$ cat src/rtl/sepio_sram.sv
module sepio_sram #(
  parameter int ADDR_W  = 10,
  parameter int DATA_W  = 4,
  parameter int ACC_LAT = 1,
  parameter int WR_LAT  = 1
) (
  input  logic              clk,
  input  logic              rst_n,
  input  logic              cs_n,
  input  logic              we_n,
  input  logic [ADDR_W-1:0] addr,
  input  logic [DATA_W-1:0] din,
  output logic [DATA_W-1:0] dout,
  output logic              dvalid
);
  localparam int DEPTH = 1 << ADDR_W;
  localparam int MAXL  = (ACC_LAT > WR_LAT) ? ACC_LAT : WR_LAT;
  localparam int LW    = (MAXL < 1) ? 1 : $clog2(MAXL + 1);

  logic [DATA_W-1:0] mem [DEPTH];
  logic              wr_pend, prev_rd;
  logic [ADDR_W-1:0] last_addr;
  logic [LW-1:0]     rem;

  logic          rd, commit, fresh;
  logic [LW-1:0] rem_eff;
  logic [DATA_W-1:0] rd_word;

  assign rd      = !cs_n && we_n;
  assign commit  = wr_pend && we_n;
  assign fresh   = !prev_rd || (addr != last_addr) || commit;
  assign rem_eff = fresh ? (commit ? LW'(WR_LAT) : LW'(ACC_LAT)) : rem;
  assign rd_word = commit ? din : mem[addr];

  always_ff @(posedge clk)
    if (commit) mem[addr] <= din;

  always_ff @(posedge clk or negedge rst_n) begin
    if (!rst_n) begin
      wr_pend   <= 1'b0;
      prev_rd   <= 1'b0;
      last_addr <= '0;
      rem       <= '0;
      dout      <= '0;
      dvalid    <= 1'b0;
    end else begin
      wr_pend <= commit ? 1'b0 : (wr_pend || (!cs_n && !we_n));
      prev_rd <= rd;
      if (!rd) begin
        rem    <= '0;
        dout   <= '0;
        dvalid <= 1'b0;
      end else begin
        last_addr <= addr;
        rem       <= (rem_eff == '0) ? '0 : rem_eff - 1'b1;
        dout      <= (rem_eff == '0) ? rd_word : {DATA_W{1'b1}};
        dvalid    <= (rem_eff == '0);
      end
    end
  end


  deselect_low_chk: assert property (@(posedge clk) disable iff (!rst_n)
    cs_n |=> (dout == '0 && !dvalid));


  write_low_chk: assert property (@(posedge clk) disable iff (!rst_n)
    (!cs_n && !we_n) |=> (dout == '0 && !dvalid));


  invalid_marker_chk: assert property (@(posedge clk) disable iff (!rst_n)
    (!cs_n && we_n) |=> (dvalid || dout == {DATA_W{1'b1}}));


  steady_read_chk: assert property (@(posedge clk) disable iff (!rst_n)
    (dvalid && !cs_n && we_n && !wr_pend && addr == last_addr)
      |=> (dvalid && $stable(dout)));


  valid_needs_read_chk: assert property (@(posedge clk) disable iff (!rst_n)
    $rose(dvalid) |-> $past(!cs_n && we_n));


  reset_state_chk: assert property (@(posedge clk)
    !rst_n |-> (dout == '0 && !dvalid && !wr_pend));
endmodule

$ cat config.mk
export PLATFORM = sky130hd
export DESIGN_NAME = sepio_sram
export DESIGN_NICKNAME = d
export VERILOG_FILES = /design/src/rtl/sepio_sram.sv
export SDC_FILE = /design/constraint.sdc
export NUM_CORES = 2
export LEC_CHECK = 0
export ABC_AREA = 1
export BUFFER_PORTS_ARGS = -buffer_cell sky130_fd_sc_hd__buf_4
export CAP_MARGIN = 20
export CORE_MARGIN = 1
export CORE_UTILIZATION = 30
export CTS_BUF_LIST = sky130_fd_sc_hd__clkbuf_16
export DETAILED_ROUTE_END_ITERATION = 10
export PLACE_DENSITY = 0.43
export SYNTH_ARGS = -nofsm -noshare
export SYNTH_HDL_FRONTEND = slang
export SYNTH_SLANG_ARGS = --single-unit
$ cat constraint.sdc
create_clock -name clk -period 4 [get_ports clk]
set_input_delay 0.8 -clock clk [delete_from_list [all_inputs] [get_ports clk]]
set_output_delay 0.8 -clock clk [all_outputs]
set_load 0.1 [all_outputs]
### Word-level counts from Yosys, hierarchy flattened

Memories as Yosys holds them, arrays and structs flattened.
Index checks and enable logic that the tools add are counted.
Widths: inputs -> output; s select.

* logic and storage cells: 29
* memories: 1
* RAM bits: 4096
* flip-flop bits (word level): 18

* equal/unequal tests: 1
* add/sub/neg operators: 1
* reduce and logical (&&, ||, !) cells: 9
* bitwise logic cells: 1
* muxes and demuxes: 10

Memory list
* mem: depth 1024, width 4, rd ports 1, clocked after Yosys merged registers in 0, write ports 1, RTL line 20 `logic [DATA_W-1:0] mem [DEPTH];`

Operators with widths (count)
* $mux 4: 3
* $ne 10x10->1: 1
* $mux 1: 7
* $logic_and 1x1->1: 3
* $logic_not 1->1: 3
* $logic_or 1x1->1: 3
* $not 1->1: 1
* $sub 1x1->1 const B: 1

### Depth between registers and ports, before layout

* depth after elaboration: 7
* depth in mapped cells: 20
* mapped depth without buffers: 17

### Worst setup path before layout

OpenSTA, ideal clock, no wires.

* path type: in2reg
* start: input port addr[1]
* end: memory mem[329][0], enable pin
* library setup time: 0.329 ns
* cell stages on the path: 9
* setup slack: 1.218 ns
* arrival: 2.453 ns
* path buffers: 4
* cells stage by stage: buf_2 > nor2_2 > buf_2 > buf_2 > inv_1 > nor2_2 > nand2_1 > clkbuf_1 > nor2_1

RTL lines
* start, declared: RTL line 11 `input logic [ADDR_W-1:0] addr,`
* end, declared: RTL line 20

No word-level cell before the write port.

### Worst setup path in the final report

* start: input port we_n
* end: memory mem[256][0], enable pin

* cells in the longest elaborated chain, start to end: 3

Ends and longest elaborated chain
* start, declared: RTL line 10 `input logic we_n,`
* $logic_and 1x1->1: RTL line 30 `assign commit = wr_pend && we_n;`
* $mux 1: RTL line 36 `if (commit) mem[addr] <= din;`
* $mux 1 (not written as such): RTL line 36

No other way between the ends.

==> results_tabular.tex <==
\begin{tabular}{lr}
\hline
Metric & Value \\
\hline
\multicolumn{2}{l}{\textbf{Status}} \\
\quad Run status & finished, final reports clean \\
\multicolumn{2}{l}{\textbf{Synthesis}} \\
\quad Most frequent cell after synthesis & sky130\_fd\_sc\_hd\_\_nand2\_1 \\
\quad FFs w/ async S/R, synth & 0.413\% \\
\quad Syn Inst Count & 14800 \\
\quad Flop and latch count out of synthesis & 4113 \\
\quad Proportion of synthesized chip area in sequential cells & 74.1\% \\
\quad Unique masters post-synth & 30 \\
\quad Top cells by area, synth & sky130\_fd\_sc\_hd\_\_edfxtp\_1, sky130\_fd\_sc\_hd\_\_nand2\_1, sky130\_fd\_sc\_hd\_\_nor2\_1, sky130\_fd\_sc\_hd\_\_buf\_2, sky130\_fd\_sc\_hd\_\_nand4\_1 \\
\quad Number of flops mapped to enable cells by yosys & 4096 \\
\quad Cell area after technology mapping & 0.167 sq mm \\
\quad Library cell with the largest summed area after synthesis & sky130\_fd\_sc\_hd\_\_edfxtp\_1 \\
\quad Ranking of synthesized cells by instance count & sky130\_fd\_sc\_hd\_\_nand2\_1, sky130\_fd\_sc\_hd\_\_edfxtp\_1, sky130\_fd\_sc\_hd\_\_nor2\_1, sky130\_fd\_sc\_hd\_\_buf\_2, sky130\_fd\_sc\_hd\_\_clkbuf\_1 \\
\quad Number of warnings printed during yosys synthesis & 0 \\
\quad Syn nets & 14800 \\
\quad Syn\_area\_per\_cell & 11.3 sq um \\
\quad Yosys top cell area share & 73.8\% \\
\quad Leading register cell type out of synthesis & sky130\_fd\_sc\_hd\_\_edfxtp\_1 \\
\multicolumn{2}{l}{\textbf{Timing}} \\
\quad Number of pins with negative max-slew slack in the final report & 0 \\
\quad Final hold violation count & 0 \\
\quad Least-Margin Pin Slew & 0.992 ns \\
\quad Minimum period implied by the final worst setup slack & 3.16 ns \\
\quad Setup repair after global routing missed its margin & false \\
\quad Worst hold slack after final layout & 0.128 ns \\
\quad Share of the clock period used by the worst path after layout & 79.0\% \\
\quad Total of endpoints with negative setup slack in the final report & 0 \\
\quad Post-Route Skew & 0.0734 ns \\
\quad Max-slew headroom & 33.5\% \\
\quad Fmax & 316 MHz \\
\multicolumn{2}{l}{\textbf{Clocking}} \\
\quad Number of setup buffers added after CTS & 0 \\
\quad Clock-pin slew on the worst setup and hold paths & 0.06 ns \\
\quad CTS tree & yes \\
\quad Bufs on Longest Clock Path & 4 \\
\quad Inserted Clock Buffers & 448 \\
\quad CTS HTree Levels & 5 \\
\quad Sink Count & 4113 \\
\quad Clock latency on the worst-skew pair & 1.06 ns \\
\quad Cell at the root of the clock tree & sky130\_fd\_sc\_hd\_\_clkbuf\_16 \\
\multicolumn{2}{l}{\textbf{Worst setup path}} \\
\quad Setup slack, reg-to-reg & 0.85 ns \\
\quad Endpoint arrival time on the critical path & 3.79 ns \\
\quad Delay contributed by the slowest stage of the critical path & 0.86 ns \\
\quad CP startpoint kind & primary input \\
\quad Setup crit start & we\_n \\
\quad R2R Path Start & wr\_pend\$\_DFF\_PN0\_ \\
\quad Biggest fanout along the worst timing path & 8 \\
\quad Element type at the critical path end & flop \\
\quad Worst path cell trace & dlygate4sd3\_1 -> buf\_4 -> nand2\_1 -> nor3\_2 -> nand2\_4 -> buf\_12 -> nor2\_1 \\
\quad Critical path data required time & 4.63 ns \\
\quad Worst Path Class, Setup & in -> reg \\
\quad Critical-path top delay cell & sky130\_fd\_sc\_hd\_\_nor3\_2 \\
\quad Number of cells traversed by the worst register-to-register path & 5 \\
\multicolumn{2}{l}{\textbf{Placed design}} \\
\quad PortBufs & 22 \\
\quad Gpl congestion & 0.800 \\
\quad Total half-perimeter wirelength after legalization and detailed placement & 352000 um \\
\quad Placed insts & 21900 \\
\multicolumn{2}{l}{\textbf{Global routing}} \\
\quad Initial antenna violation count & 57 \\
\quad Via count of the first global-routing pass & 109000 \\
\quad Wire length of the first global-routing pass & 823000 um \\
\quad Total global routing overflow & 0 \\
\quad Pin count of the biggest net entering global routing & 125 \\
\quad Overall Global Routing Usage & 20.3\% \\
\multicolumn{2}{l}{\textbf{Final layout}} \\
\quad Area grow syn2layout & 17.3\% \\
\quad Fill cell instance count of the final layout & 54500 \\
\quad Post-layout nets & 15100 \\
\quad Layout cell share with drive strength beyond 1 & 9.12\% \\
\quad Number of non-filler instances in the completed layout & 22700 \\
\multicolumn{2}{l}{\textbf{Floorplanning}} \\
\quad FP Rows & 273 \\
\quad Die H & 747 um \\
\quad Number of ports placed on the die boundary & 23 \\
\quad X dimension of the die & 747 um \\
\quad Core outline area & 0.553 sq mm \\
\quad Initial cell density of the core & 30.1\% \\
\quad Overall die area & 0.558 sq mm \\
\multicolumn{2}{l}{\textbf{Routing}} \\
\quad Antenna violation net count after detailed routing & 0 \\
\quad DRC violations left & 0 \\
\quad Drt wl/cell & 25.6 um \\
\quad Post-Route WL & 583000 um \\
\quad Vias & 110000 \\
\quad Avg Vias per Cell & 4.82 \\
\quad Iteration-0 DRC Markers & 10600 \\
\quad Router iterations before antenna repair & 6 \\
\multicolumn{2}{l}{\textbf{Power}} \\
\quad Max rail drop VDD & 0.388 mV \\
\quad Leakage power figure & 0.0717 uW \\
\quad Power density cells & 482 mW/mm\^{}2 \\
\multicolumn{2}{l}{\textbf{Min path}} \\
\quad Class of the most critical hold timing path & in -> reg \\
\quad Startpoint of the lowest-slack hold path & cs\_n \\
\quad Number of instances on the worst hold path & 2 \\
\multicolumn{2}{l}{\textbf{Job}} \\
\quad Max-cap violation count & 0 \\
\hline
\end{tabular}
[routing by layer]
| metal | vias up | GRT usage [%] | routed length, um |
|---|---|---|---|
| li1 | 50600 | - | - |
| met1 | 55100 | 28.6 | 261000 |
| met2 | 3154 | 33.4 | 273000 |
| met3 | 652 | 2.83 | 34800 |
| met4 | 8 | 4.46 | 13500 |
| met5 | - | 0 | 48 |
[registers in the layout (all words and copies together), names as in the netlist]
register	cells
dout	4
prev_rd	1
mem	4096
last_addr	10
dvalid	1
wr_pend	1
[cell type report]
cell class	instances	area, sq um	area share (%)
Sequential cell	4113	123000	63.2
Multi-Input combinational cell	9757	39500	20.2
Clock buffer	451	11300	5.77
Tap cell	7287	9120	4.67
Timing Repair Buffer	722	8780	4.49
Clock inverter	382	3210	1.64
Inverter	31	149	0.0762
Antenna cell	6	15.0	0.00768
[power breakdown]
group          switching (uW)  total [uW]  internal, uW
combinational            3960        5380          1420
clock                   17900       41400         23400
sequential               19.5       47400         47400
[worst max-delay path, delay by kind of cell]
kind,cells,cell delay [ns]
and+or+nand+nor,4,1.99
buffers and inverters,3,0.93
[cells by family after synthesis]
family / count (synthesis) / share of synthesized area, %
XOR/XNOR: 5 / 0.0263
buffers and inverters: 901 / 2.43
AO/OA/AOI/OAI: 523 / 1.92
flip-flops: 4113 / 74.1
AND/OR/NAND/NOR: 9229 / 21.5
[worst paths after layout]
check | to
worst max register to register | mem[256][0]$_DFFE_PP_
max in group asynchronous | last_addr[6]$_DFFE_PN0P_
worst max-delay path | mem[256][0]$_DFFE_PP_
worst min register to register | last_addr[3]$_DFFE_PN0P_
worst min-delay path | prev_rd$_DFF_PN0_
min in group asynchronous | wr_pend$_DFF_PN0_
[stage by stage]
step                worst slack, ns  total power [uW]  TNS (ns)  util [%]  area [sq um]
floorplan                      1.22             50600         0         -        167000
global placement             -0.688             53800     -1.48      32.7        181000
detailed placement           -0.194             53800    -0.658      32.7        181000
CTS                           0.803             95000         0      35.3        195000
global route                  0.765             96800         0      35.3        195000
finish                        0.840             94200         0      35.3        195000
[cell usage in the layout, fill, tap and decap left out, types with 2 or more instances in the layout]
master                          count
sky130_fd_sc_hd__o21ai_0          141
sky130_fd_sc_hd__dfrtp_1           17
sky130_fd_sc_hd__a22oi_1          230
sky130_fd_sc_hd__bufinv_16         46
sky130_fd_sc_hd__edfxtp_1        4096
sky130_fd_sc_hd__nor3_2             7
sky130_fd_sc_hd__buf_4            449
sky130_fd_sc_hd__nor2_4             6
sky130_fd_sc_hd__nand3_1          283
sky130_fd_sc_hd__clkinv_8           9
sky130_fd_sc_hd__inv_6              6
sky130_fd_sc_hd__inv_2              2
sky130_fd_sc_hd__nor3_4             8
sky130_fd_sc_hd__clkinv_4           5
sky130_fd_sc_hd__o21ai_1           10
sky130_fd_sc_hd__nor2_2             3
sky130_fd_sc_hd__clkinv_16          6
sky130_fd_sc_hd__nand2_1         7267
sky130_fd_sc_hd__a21oi_1          138
sky130_fd_sc_hd__inv_1            113
sky130_fd_sc_hd__nor4_1             4
sky130_fd_sc_hd__clkinv_1         119
sky130_fd_sc_hd__inv_8              4
sky130_fd_sc_hd__diode_2            6
sky130_fd_sc_hd__buf_8              6
sky130_fd_sc_hd__clkinvlp_4        10
sky130_fd_sc_hd__nor3_1             7
sky130_fd_sc_hd__clkbuf_16        451
sky130_fd_sc_hd__buf_12           264
sky130_fd_sc_hd__xor2_1             4
sky130_fd_sc_hd__nand4_1          300
sky130_fd_sc_hd__o211ai_1           2
sky130_fd_sc_hd__nand2_4           32
sky130_fd_sc_hd__dlygate4sd3_1      3
sky130_fd_sc_hd__nor2_1          1310
sky130_fd_sc_hd__clkinv_2          87
sky130_fd_sc_hd__inv_16             6
[what timing repair did]
item	4_1_cts	5_1_grt
hold buffers	3	0
endpoints found under the setup margin	0	0
hold endpoints to repair	18	0
resized for setup	0	0
(Power assumes the default switching activity.)
